[src/rtl/fr_pkg.sv]
// Package: shared types for the fetch remap router.
// Assumes: nothing beyond IEEE 1800-2017.
package fr_pkg;

    typedef enum logic [1:0] {
        PS_IDLE = 2'd0,
        PS_REQ  = 2'd1,
        PS_WAIT = 2'd2
    } port_state_t;

    localparam int PORT_FAST = 0;
    localparam int PORT_SLOW = 1;
    localparam int NPORT     = 2;

endpackage

[src/rtl/fr_remap.sv]
// Module: fr_remap
// Purpose: matches a fetch address against NWIN alias windows and translates it.
//          The lowest-numbered enabled match wins.
// Assumes: each mask is a contiguous low-order field (window size minus one).
//          The output is purely combinational.
module fr_remap #(
    parameter int AW   = 32,
    parameter int NWIN = 4
) (
    input  logic [AW-1:0]           in_addr,
    input  logic [NWIN-1:0]         win_en,
    input  logic [NWIN-1:0][AW-1:0] win_base,
    input  logic [NWIN-1:0][AW-1:0] win_mask,
    input  logic [NWIN-1:0][AW-1:0] win_target,
    input  logic [NWIN-1:0]         win_incr,
    output logic [AW-1:0]           out_addr,
    output logic                    out_incr,
    output logic                    out_hit,
    output logic [AW-1:0]           out_mask
);

    logic [NWIN-1:0]         hit_vec;
    logic [NWIN-1:0][AW-1:0] xlat;

    // One comparator and one translator for each window.
    for (genvar w = 0; w < NWIN; w++) begin : g_win
        assign hit_vec[w] = win_en[w] &&
            ((in_addr & ~win_mask[w]) == (win_base[w] & ~win_mask[w]));
        assign xlat[w] = (win_target[w] & ~win_mask[w]) | (in_addr & win_mask[w]);
    end

    // Priority select: scan from the top so that the lowest index is applied last.
    always_comb begin
        out_addr = in_addr;
        out_incr = 1'b0;
        out_hit  = 1'b0;
        out_mask = '0;
        for (int w = NWIN - 1; w >= 0; w--) begin
            if (hit_vec[w]) begin
                out_addr = xlat[w];
                out_incr = win_incr[w];
                out_hit  = 1'b1;
                out_mask = win_mask[w];
            end
        end
    end

endmodule

[src/rtl/fr_port.sv]
// Module: fr_port
// Purpose: one refill master port with a single outstanding request.
//          IDLE -> REQ on accept, REQ -> WAIT on grant, WAIT -> IDLE on done.
// Assumes: accept is raised only while busy is low. A done pulse outside WAIT is ignored.
module fr_port #(
    parameter int AW = 32
) (
    input  logic          clk,
    input  logic          rst_n,
    input  logic          accept,
    input  logic [AW-1:0] acc_addr,
    input  logic          acc_wrap,
    input  logic          gnt,
    input  logic          done,
    output logic          m_req,
    output logic [AW-1:0] m_addr,
    output logic          m_wrap,
    output logic          busy
);
    import fr_pkg::*;

    port_state_t   state;
    logic [AW-1:0] addr_q;
    logic          wrap_q;

    // Port state sequencing.
    always_ff @(posedge clk) begin
        if (!rst_n) begin
            state <= PS_IDLE;
        end else begin
            case (state)
                PS_IDLE: if (accept) state <= PS_REQ;
                PS_REQ:  if (gnt)    state <= PS_WAIT;
                PS_WAIT: if (done)   state <= PS_IDLE;
                default:             state <= PS_IDLE;
            endcase
        end
    end

    // Capture the burst start address and burst type on accept.
    always_ff @(posedge clk) begin
        if (!rst_n) begin
            addr_q <= '0;
            wrap_q <= 1'b0;
        end else if (accept && state == PS_IDLE) begin
            addr_q <= acc_addr;
            wrap_q <= acc_wrap;
        end
    end

    assign m_req  = (state == PS_REQ);
    assign m_addr = addr_q;
    assign m_wrap = wrap_q;
    assign busy   = (state != PS_IDLE);

    AST_NO_ACCEPT_BUSY: assert property (@(posedge clk) disable iff (!rst_n)
        accept |-> (state == PS_IDLE));
    AST_REQ_HELD: assert property (@(posedge clk) disable iff (!rst_n)
        (m_req && !gnt) |=> (m_req && $stable(m_addr) && $stable(m_wrap)));
    AST_REQ_DROP: assert property (@(posedge clk) disable iff (!rst_n)
        (m_req && gnt) |=> !m_req);
    AST_DONE_IDLE: assert property (@(posedge clk) disable iff (!rst_n)
        (state == PS_WAIT && done) |=> !busy);

endmodule

[src/rtl/fetch_remap_router.sv]
// Module: fetch_remap_router (top)
// Purpose: translates refill addresses through alias windows, picks the burst
//          type and start address, and routes each refill to a fast or a slow port.
// Assumes: the configuration inputs are quasi-static. LINE_BYTES is a power of two, at least 4.
module fetch_remap_router #(
    parameter int AW         = 32,
    parameter int NWIN       = 4,
    parameter int LINE_BYTES = 32
) (
    input  logic                    clk,
    input  logic                    rst_n,
    input  logic [NWIN-1:0]         win_en,
    input  logic [NWIN-1:0][AW-1:0] win_base,
    input  logic [NWIN-1:0][AW-1:0] win_mask,
    input  logic [NWIN-1:0][AW-1:0] win_target,
    input  logic [NWIN-1:0]         win_incr,
    input  logic [AW-1:0]           ext_lo,
    input  logic [AW-1:0]           ext_hi,
    input  logic                    req_valid,
    input  logic [AW-1:0]           req_addr,
    output logic                    req_ready,
    output logic                    fast_req,
    output logic [AW-1:0]           fast_addr,
    output logic                    fast_wrap,
    input  logic                    fast_gnt,
    input  logic                    fast_done,
    output logic                    fast_busy,
    output logic                    slow_req,
    output logic [AW-1:0]           slow_addr,
    output logic                    slow_wrap,
    input  logic                    slow_gnt,
    input  logic                    slow_done,
    output logic                    slow_busy
);
    import fr_pkg::*;

    localparam int LINE_LSB = $clog2(LINE_BYTES);

    logic [AW-1:0] rm_addr, rm_mask, start_addr;
    logic          rm_incr, rm_hit, sel_slow;

    logic [NPORT-1:0]         p_accept, p_gnt, p_done, p_req, p_wrap, p_busy;
    logic [NPORT-1:0][AW-1:0] p_addr;

    fr_remap #(.AW(AW), .NWIN(NWIN)) u_remap (
        .in_addr    (req_addr),
        .win_en     (win_en),
        .win_base   (win_base),
        .win_mask   (win_mask),
        .win_target (win_target),
        .win_incr   (win_incr),
        .out_addr   (rm_addr),
        .out_incr   (rm_incr),
        .out_hit    (rm_hit),
        .out_mask   (rm_mask)
    );

    // Burst start: line-aligned for incrementing, word-aligned (critical word) for wrapping.
    always_comb begin
        if (rm_incr) start_addr = {rm_addr[AW-1:LINE_LSB], {LINE_LSB{1'b0}}};
        else         start_addr = {rm_addr[AW-1:2], 2'b00};
    end

    // Port choice from the translated address against the external range.
    assign sel_slow  = (rm_addr >= ext_lo) && (rm_addr <= ext_hi);
    assign req_ready = sel_slow ? !p_busy[PORT_SLOW] : !p_busy[PORT_FAST];

    assign p_gnt  = {slow_gnt, fast_gnt};
    assign p_done = {slow_done, fast_done};

    // One independent port engine per master.
    for (genvar p = 0; p < NPORT; p++) begin : g_port
        assign p_accept[p] = req_valid && req_ready &&
                             (sel_slow == (p == PORT_SLOW));
        fr_port #(.AW(AW)) u_port (
            .clk      (clk),
            .rst_n    (rst_n),
            .accept   (p_accept[p]),
            .acc_addr (start_addr),
            .acc_wrap (!rm_incr),
            .gnt      (p_gnt[p]),
            .done     (p_done[p]),
            .m_req    (p_req[p]),
            .m_addr   (p_addr[p]),
            .m_wrap   (p_wrap[p]),
            .busy     (p_busy[p])
        );
    end

    assign fast_req  = p_req[PORT_FAST];
    assign fast_addr = p_addr[PORT_FAST];
    assign fast_wrap = p_wrap[PORT_FAST];
    assign fast_busy = p_busy[PORT_FAST];
    assign slow_req  = p_req[PORT_SLOW];
    assign slow_addr = p_addr[PORT_SLOW];
    assign slow_wrap = p_wrap[PORT_SLOW];
    assign slow_busy = p_busy[PORT_SLOW];

    AST_ONE_PORT: assert property (@(posedge clk) disable iff (!rst_n)
        $onehot0(p_accept));
    AST_OFFSET_KEPT: assert property (@(posedge clk) disable iff (!rst_n)
        (req_valid && rm_hit) |-> ((rm_addr & rm_mask) == (req_addr & rm_mask)));
    AST_MISS_WRAPS: assert property (@(posedge clk) disable iff (!rst_n)
        (req_valid && !rm_hit) |-> (!rm_incr && rm_addr == req_addr));
    AST_ACCEPT_TAKEN: assert property (@(posedge clk) disable iff (!rst_n)
        (req_valid && req_ready) |=> (fast_busy || slow_busy));

endmodule

[config.mk]
export PLATFORM = sky130hd
export DESIGN_NAME = fetch_remap_router
export DESIGN_NICKNAME = d
export VERILOG_FILES = /design/src/rtl/fr_pkg.sv /design/src/rtl/fr_remap.sv /design/src/rtl/fr_port.sv /design/src/rtl/fetch_remap_router.sv
export SDC_FILE = /design/constraint.sdc
export NUM_CORES = 1
export LEC_CHECK = 0
export ABC_AREA = 0
export BUFFER_PORTS_ARGS = -buffer_cell sky130_fd_sc_hd__buf_2
export CAP_MARGIN = 20
export CORE_AREA = 4 4 216 218
export CTS_CLUSTER_DIAMETER = 200
export DETAILED_ROUTE_END_ITERATION = 6
export DIE_AREA = 0 0 220 222
export PLACE_DENSITY = 0.51
export SKIP_CTS_REPAIR_TIMING = 1
export SLEW_MARGIN = 20
export SYNTH_ARGS = -nofsm -noshare
export SYNTH_HDL_FRONTEND = slang
export SYNTH_HIERARCHICAL = 1
export SYNTH_SLANG_ARGS = --single-unit
[constraint.sdc]
create_clock -name clk -period 20.9 [get_ports clk]
set_input_delay 6.27 -clock clk [delete_from_list [all_inputs] [get_ports clk]]
set_output_delay 6.27 -clock clk [all_outputs]
set_load 0.02 [all_outputs]
## Word-level counts from Yosys, hierarchy flattened

Index checks and enable logic that the tools add are counted.

- Output and inout port bits: 71
- Bits in registers: 70
- Logic and storage cells: 84

- Reduce and logical (&&, ||, !) cells: 19
- $lt $le $gt $ge: 2
- Bitwise logic cells: 25
- Muxes and demuxes: 18
- Eq/ne operators: 14

Operators with widths:

| kind | number |
|---|---|
| $and 32x32->32 | 16 |
| $eq 32x32->1 | 4 |
| $mux 32 | 4 |
| $not 32->32 | 4 |
| $or 32x32->32 | 4 |
| $ge 32x32->1 | 1 |
| $le 32x32->1 | 1 |
| $mux 2 | 6 |
| $pmux 2 s3 | 2 |
| $logic_and 1x1->1 | 10 |
| $ne 2x1->1 const B | 4 |
| $reduce_and 3->1 | 2 |
| $mux 1 | 5 |
| $mux 5 | 1 |
| $eq 2x1->1 const B | 2 |
| $eq 2x2->1 const B | 2 |
| $logic_not 2->1 | 2 |
| $ne 2x2->1 const B | 2 |
| $reduce_bool 2->1 | 2 |
| $logic_not 1->1 | 3 |
| $not 1->1 | 1 |

## Logic depth before layout (Yosys ltp)

Gate-level depths: netlist (run 1).

- Depth in word-level cells: 15
- Depth in mapped cells: 22

## By module

Netlist (run 1), hierarchy kept.

By module, submodules not included:

| module | cells an instance | instances | area an instance (um2) |
|---|---|---|---|
| fr_remap | 775 | 1 | 5,768.0 |
| fr_port | 156 | 2 | 1,481.4 |
| fetch_remap_router | 230 | 1 | 1,661.6 |

## Worst setup path before layout (run 1)

No wires, ideal clock.

- Kind: input -> output
- Start point: input port req_addr[25]
- End point: output port req_ready
- Path slack: 4.622 ns
- Stages on the path: 16
- Buffers on the path: 2
- Arrival time: 10.008 ns
- Cell sequence: buf_2 xnor2_1 o22ai_1 nor4_2 nand3_2 o22a_4 clkbuf_1 a221o_1 a21oi_1 ha_1 a21o_1 a21o_1 a221o_1 o31a_1 a211o_1 mux2i_1

- Cells in the longest elaborated chain, start to end: 10
- Elaborated cells between the ends (all ways): 28
- Classes of those cells: order compare: 2; eq/ne: 4; mux: 5; bitwise: 12; reduce/logical: 5

Ends and longest elaborated chain:

| element | RTL line | text |
|---|---|---|
| start, declared | fetch_remap_router.sv:20 | `input logic [AW-1:0] req_addr,` |
| $and 32x32->32 | fr_remap.sv:28 | `((in_addr & ~win_mask[w]) == (win_base[w] & ~win_mask[w]));` |
| $eq 32x32->1 | fr_remap.sv:28 |  |
| $logic_and 1x1->1 | fr_remap.sv:27 | `assign hit_vec[w] = win_en[w] &&` |
| $mux 32 (3 in a row) | fr_remap.sv:39 | `if (hit_vec[w]) begin` |
| $mux 32 * | fr_remap.sv:39 |  |
| named net rm_addr[29] | fetch_remap_router.sv:39 | `logic [AW-1:0] rm_addr, rm_mask, start_addr;` |
| $ge 32x32->1 or $le 32x32->1 (tied branches) | fetch_remap_router.sv:65 | `assign sel_slow = (rm_addr >= ext_lo) && (rm_addr <= ext_hi);` |
| $logic_and 1x1->1 * | fetch_remap_router.sv:65 |  |
| $mux 1 * | fetch_remap_router.sv:66 | `assign req_ready = sel_slow ? !p_busy[PORT_SLOW] : !p_busy[PORT_FAST];` |
| end, declared | fetch_remap_router.sv:21 | `output logic req_ready,` |

Mark *: on every way through the listed nets, which the timed path passes. The rest lies on a longest branch.

## Worst setup path in the final report (run 1)

- Start point: input port req_addr[3]
- End point: output port req_ready

Same word-level chain as after synthesis.

==> results.ini, run 1 <==
[global_routing]
grt_max_degree=73
gr-total-overflow=0
grt_pass1_wl_um=87400
grt_use_total=0.253
grt_pass1_vias=11700
antenna_found_initial=25

[critical_path]
critPathLaunchType=primary input
path_cells=buf_2 > xnor2_1 > o22ai_1 > nor4_2 > nand3_2 > o22a_4 > nor2b_2 > buf_4 > a21oi_1 > ha_1 > nand2_1 > nor4_1 > a2bb2oi_1 > a211o_1 > a211o_1 > mux2i_1 > buf_2
reg2reg_to=g_port[1].u_port/m_addr[8]$_SDFFE_PN0P_
end_kind=output port
r2r_slack_ns=18.34
critical-path-slowest-cell=a21oi_1
cp.arrival_ns=11.70
criticalPathCategory=in2out
crit_start=req_addr[3]
rr_startpoint=g_port[1].u_port/state[1]$_SDFFE_PN0P_
crit_path_end=req_ready
critPathRequiredTime_ns=14.63
crit_path_max_incr_delay_ns=0.82
reg2reg_depth=5
path_max_fanout=34

[place]
placed_area_um2=12300
dp_hpwl_um=56300
port_buffers=565
place_congestion=0.934

[layout]
area_growth_pct=37.0
stdcell_area_um2=12700
final_nets=2188
fillerInstances=4996
seqCellArea_um2=1400
multi_input_area_um2=6960
drive_above_1_share=0.394

[clock_tree]
h-tree-depth=3
clkTransAtPathRegs_ns=0.06
cts_made_buffers=9
cts_tree=done
clockRootBuffer=clkbuf_16
cts_buffer_depth=2
clk_latency_ns=0.34
cts_sinks=70

[detailed_routing]
antenna_left=0
drc_errors=0
initialDrtViolationCount=826
wl_per_cell_um=29.1
drt-vias-per-instance=4.99
firstDrtPassIters=5
totalWireLength_um=65500
vias=11200

[sta]
worst_slew_pin_slew_ns=1.02
timing.setup.tns_ns=0
rsz0062_at_grt=false
max_freq_mhz=55.7
period_share=0.860
holdWs_ns=0.453
slew_headroom=0.320
finalClockSkew_ns=0.00772
setup_viol=0
maxSlewViolCount=0
finalHoldViolations=0
period_minus_slack_ns=17.97

[power]
powerDensity_nw_per_um2=45.7
ir_drop_v=0.0000394
leakage_nw=5.68

[hold_path]
min_from=g_port[0].u_port/m_addr[17]$_SDFFE_PN0P_
hold_path.class=reg2reg

[logic_synthesis]
syn-instance-count=1135
synth.avg_cell_area_um2=8.15
yosysWarnings=6
syn_area_um2=9250

[floorplan]
fp.dieArea_um2=48800
initial_utilization=0.206
core_area_um2=44900
die_y_um=222
rows=78
die_w_um=220
io_pins=566

[run_status]
outcome=completed

[flow_run]
max-cap-violations=0

area by class of cell:
class                   instances  share of cell area
diodes                         13             0.00257
clock buffers                  11              0.0191
well taps                     600              0.0592
repair buffers                579               0.232
inverters                      65              0.0192
multi-input cells             904               0.549
clock inverters                 5             0.00839
flip-flops and latches         70               0.111
flip-flops by register name, indices dropped and copies added (netlist names):
signal	count
g_port.u_port/m_addr	64
g_port.u_port/state	4
g_port.u_port/m_wrap	2
cells in the final DEF (no fill, tap or decap), types with 54 or more instances in the layout:
cell type and instances:
o22ai_1 57, mux2i_1 131, a2111oi_0 63, nand2_1 147, dfxtp_1 70, xnor2_1 126
buf_2 564, inv_1 65, a21oi_1 54, ha_1 64
per-layer routing:
layer	up-vias	GRT usage	wire length, µm
met4	14	0.0968	2660
met2	529	0.444	32100
met1	5412	0.311	27000
met5	-	0	88
li1	5150	-	-
met3	111	0.0360	3620
metrics by stage:
step                      setup WS, ns  total power [mW]  std cells  utilization
after global routing              2.67             0.609       2242        0.282
after CTS                         2.80             0.586       2234        0.282
after detailed placement          2.82             0.401       2218        0.274
final                             2.93             0.579       2247        0.282
after global placement            2.85             0.400       2218        0.274
after floorplan                   4.65             0.285       1138            -
where the power goes:
| part | switching, mW | total [mW] | internal (mW) |
|---|---|---|---|
| Combinational | 0.145 | 0.248 | 0.103 |
| Sequential | 0.00615 | 0.150 | 0.144 |
| Clock | 0.0610 | 0.181 | 0.120 |
worst min-delay path by stage:
stage                                                to  depth (start not counted)  slack [ns]
5_1_grt         g_port[0].u_port/m_addr[0]$_SDFFE_PN0P_                          2        0.47
6_report       g_port[0].u_port/m_addr[17]$_SDFFE_PN0P_                          2        0.45
2_1_floorplan    g_port[0].u_port/state[0]$_SDFFE_PN0P_                          2        0.49
4_1_cts        g_port[1].u_port/m_addr[22]$_SDFFE_PN0P_                          2        0.45
3_3_place_gp    g_port[0].u_port/m_addr[1]$_SDFFE_PN0P_                          2        0.44
3_5_place_dp   g_port[1].u_port/m_addr[22]$_SDFFE_PN0P_                          2        0.45
worst max-delay path, delay by kind of cell:
kind	cells	cell delay (ns)
compound gates	6	2.39
simple gates	5	1.69
buf+inv	3	0.74
fa+ha+maj	1	0.22
mux	1	0.18
xor+xnor	1	0.17
Power figures use the tool's default switching activity.
==> inputs of run 2 (changes only) <==
--- a/config.mk
+++ b/config.mk
@@ -12,6 +12,7 @@
 export CTS_CLUSTER_DIAMETER = 200
 export DETAILED_ROUTE_END_ITERATION = 6
 export DIE_AREA = 0 0 220 222
+export GPL_TIMING_DRIVEN = 0
 export PLACE_DENSITY = 0.51
 export SKIP_CTS_REPAIR_TIMING = 1
 export SLEW_MARGIN = 20
==> results.ini, run 2 (same netlist as run 1, synthesis figures left out) <==
[place]
dp_hpwl_um=58100  ; +3.2%
preCtsSetupSlack_ns=2.30  ; -0.528 ns
place_congestion=1.02  ; +9.0%
port_buffers=532  ; -5.8%

[layout]
fillerInstances=5025  ; +0.58%
drive_above_1_share=0.391  ; -0.00267
final_common_cell=buf_2
seqCellArea_um2=1400  ; unchanged
layout_common_cells=buf_2, nand2_1, mux2i_1, xnor2_1, dfxtp_1
final_nets=2240  ; +2.4%
area_growth_pct=41.3
largest_register_ffs=64  ; unchanged
multi_input_area_um2=6940  ; -0.31%

[sta]
slew_headroom=0.172  ; -0.149
finalHoldViolations=0  ; unchanged
setup_ws_ns=2.23  ; -0.704 ns
rsz0062_at_grt=false
timing.setup.tns_ns=0  ; unchanged
worst_slew_pin_slew_ns=1.21  ; +0.192 ns
setup_viol=0  ; unchanged
finalClockSkew_ns=0.00945  ; +0.00173 ns
maxSlewViolCount=0  ; unchanged
period_share=0.893  ; +0.0337
period_minus_slack_ns=18.67  ; +0.704 ns
max_freq_mhz=53.6  ; -3.8%

[critical_path]
critical_path.top_delay_family=compound AO/OA/AOI/OAI gates
critical-path-slowest-cell=a2111oi_0
critPathRequiredTime_ns=14.63  ; about the same
path_cells=buf_2 > xnor2_1 > o22ai_1 > nor4_1 > nand3_1 > clkbuf_1 > a2111oi_0 > a221o_1 > a21oi_1 > ha_1 > nand4_1 > nor4_1 > nand2_1 > o31a_1 > a211o_1 > mux2i_1 > buf_2
end_kind=output port
critPathLaunchType=primary input
path_buf_inv=3  ; unchanged
cp.arrival_ns=12.40  ; +0.70 ns
crit_path_max_incr_delay_ns=1.10  ; +0.28 ns
criticalPathCategory=in2out
path_max_fanout=10  ; -71%

[clock_tree]
cts_made_buffers=9  ; unchanged
cts_buffer_depth=2  ; unchanged
clockRootBuffer=clkbuf_16
h-tree-depth=3  ; unchanged
cts_tree=done
clkTransAtPathRegs_ns=0.05  ; about the same
cts_sinks=70  ; unchanged
clk_latency_ns=0.35  ; about the same

[detailed_routing]
drc_errors=0  ; unchanged
totalWireLength_um=65800  ; +0.52%
antenna_left=0  ; unchanged
vias=11500  ; +2.8%
drt-vias-per-instance=5.00  ; +0.21%
firstDrtPassIters=5  ; unchanged
initialDrtViolationCount=863  ; +4.5%
wl_per_cell_um=28.5  ; -2.1%

[floorplan]
fp.dieArea_um2=48800  ; unchanged
io_pins=566  ; unchanged
die_y_um=222  ; unchanged
core_area_um2=44900  ; unchanged
die_w_um=220  ; unchanged
rows=78  ; unchanged
initial_utilization=0.206  ; unchanged

[hold_path]
hold_path.class=reg2reg

[run_status]
outcome=completed

[global_routing]
gr-total-overflow=0  ; unchanged
grt_max_degree=13  ; -82%
grt_pass1_wl_um=88300  ; +1.0%
grt_pass1_vias=11800  ; +1.4%
antenna_found_initial=24  ; -4.0%
grt_use_total=0.255  ; +0.00179

[power]
ir_drop_v=0.0000343  ; -13%
powerDensity_nw_per_um2=44.8  ; -1.9%
leakage_nw=5.85  ; +3.1%
power.total_uw=586  ; +1.2%

[flow_run]
max-cap-violations=0  ; unchanged

## run 2: power by group
part	switching, mW	internal, mW
registers	0.00617	0.144
clock network	0.0595	0.120
logic	0.146	0.110
total	0.211	0.374
## run 2: per-stage QoR
stage / cells / instance area, µm² / hold WS, ns / utilization
3_3_place_gp: 2270 / 12700 / 0.440 / 0.282
5_1_grt: 2301 / 13100 / 0.468 / 0.291
3_5_place_dp: 2270 / 12700 / 0.446 / 0.282
4_1_cts: 2286 / 13000 / 0.455 / 0.290
2_1_floorplan: 1138 / 9260 / 0.495 / -
6_report: 2306 / 13100 / 0.456 / 0.291
## run 2: cell type report
type	count	area share
flip-flops and latches	70	0.107
clock buffers	11	0.0186
multi-input cells	904	0.531
diodes	20	0.00383
well taps	600	0.0574
clock inverters	5	0.00813
repair buffers	532	0.204
inverters	65	0.0187
plain buffers	99	0.0517
## run 2: layer usage
metal  vias to the layer above  GRT usage  part of all wire
met3                       124     0.0370             0.061
met5                         -          0            0.0012
met2                       601      0.456              0.49
met1                      5521      0.300              0.39
li1                       5275          -                 -
met4                        14      0.110             0.050
## run 2: worst paths after layout
check / slack [ns] / from / cells past startpoint / end
worst max-delay path: 2.23 / req_addr[3] / 17 / req_ready
worst min-delay path: 0.46 / g_port[0].u_port/m_addr[30]$_SDFFE_PN0P_ / 2 / g_port[0].u_port/m_addr[30]$_SDFFE_PN0P_
worst max register to register: 19.20 / g_port[1].u_port/state[1]$_SDFFE_PN0P_ / 6 / g_port[1].u_port/m_addr[12]$_SDFFE_PN0P_
worst min register to register: 0.46 / g_port[0].u_port/m_addr[30]$_SDFFE_PN0P_ / 2 / g_port[0].u_port/m_addr[30]$_SDFFE_PN0P_
## run 2: worst reg2reg max path: cells and delay by family, from the launching register on
kind | cells | cell delay, ns
flops | 1 | 0.35
simple gates | 3 | 0.71
buf+inv | 2 | 0.35
mux | 1 | 0.21
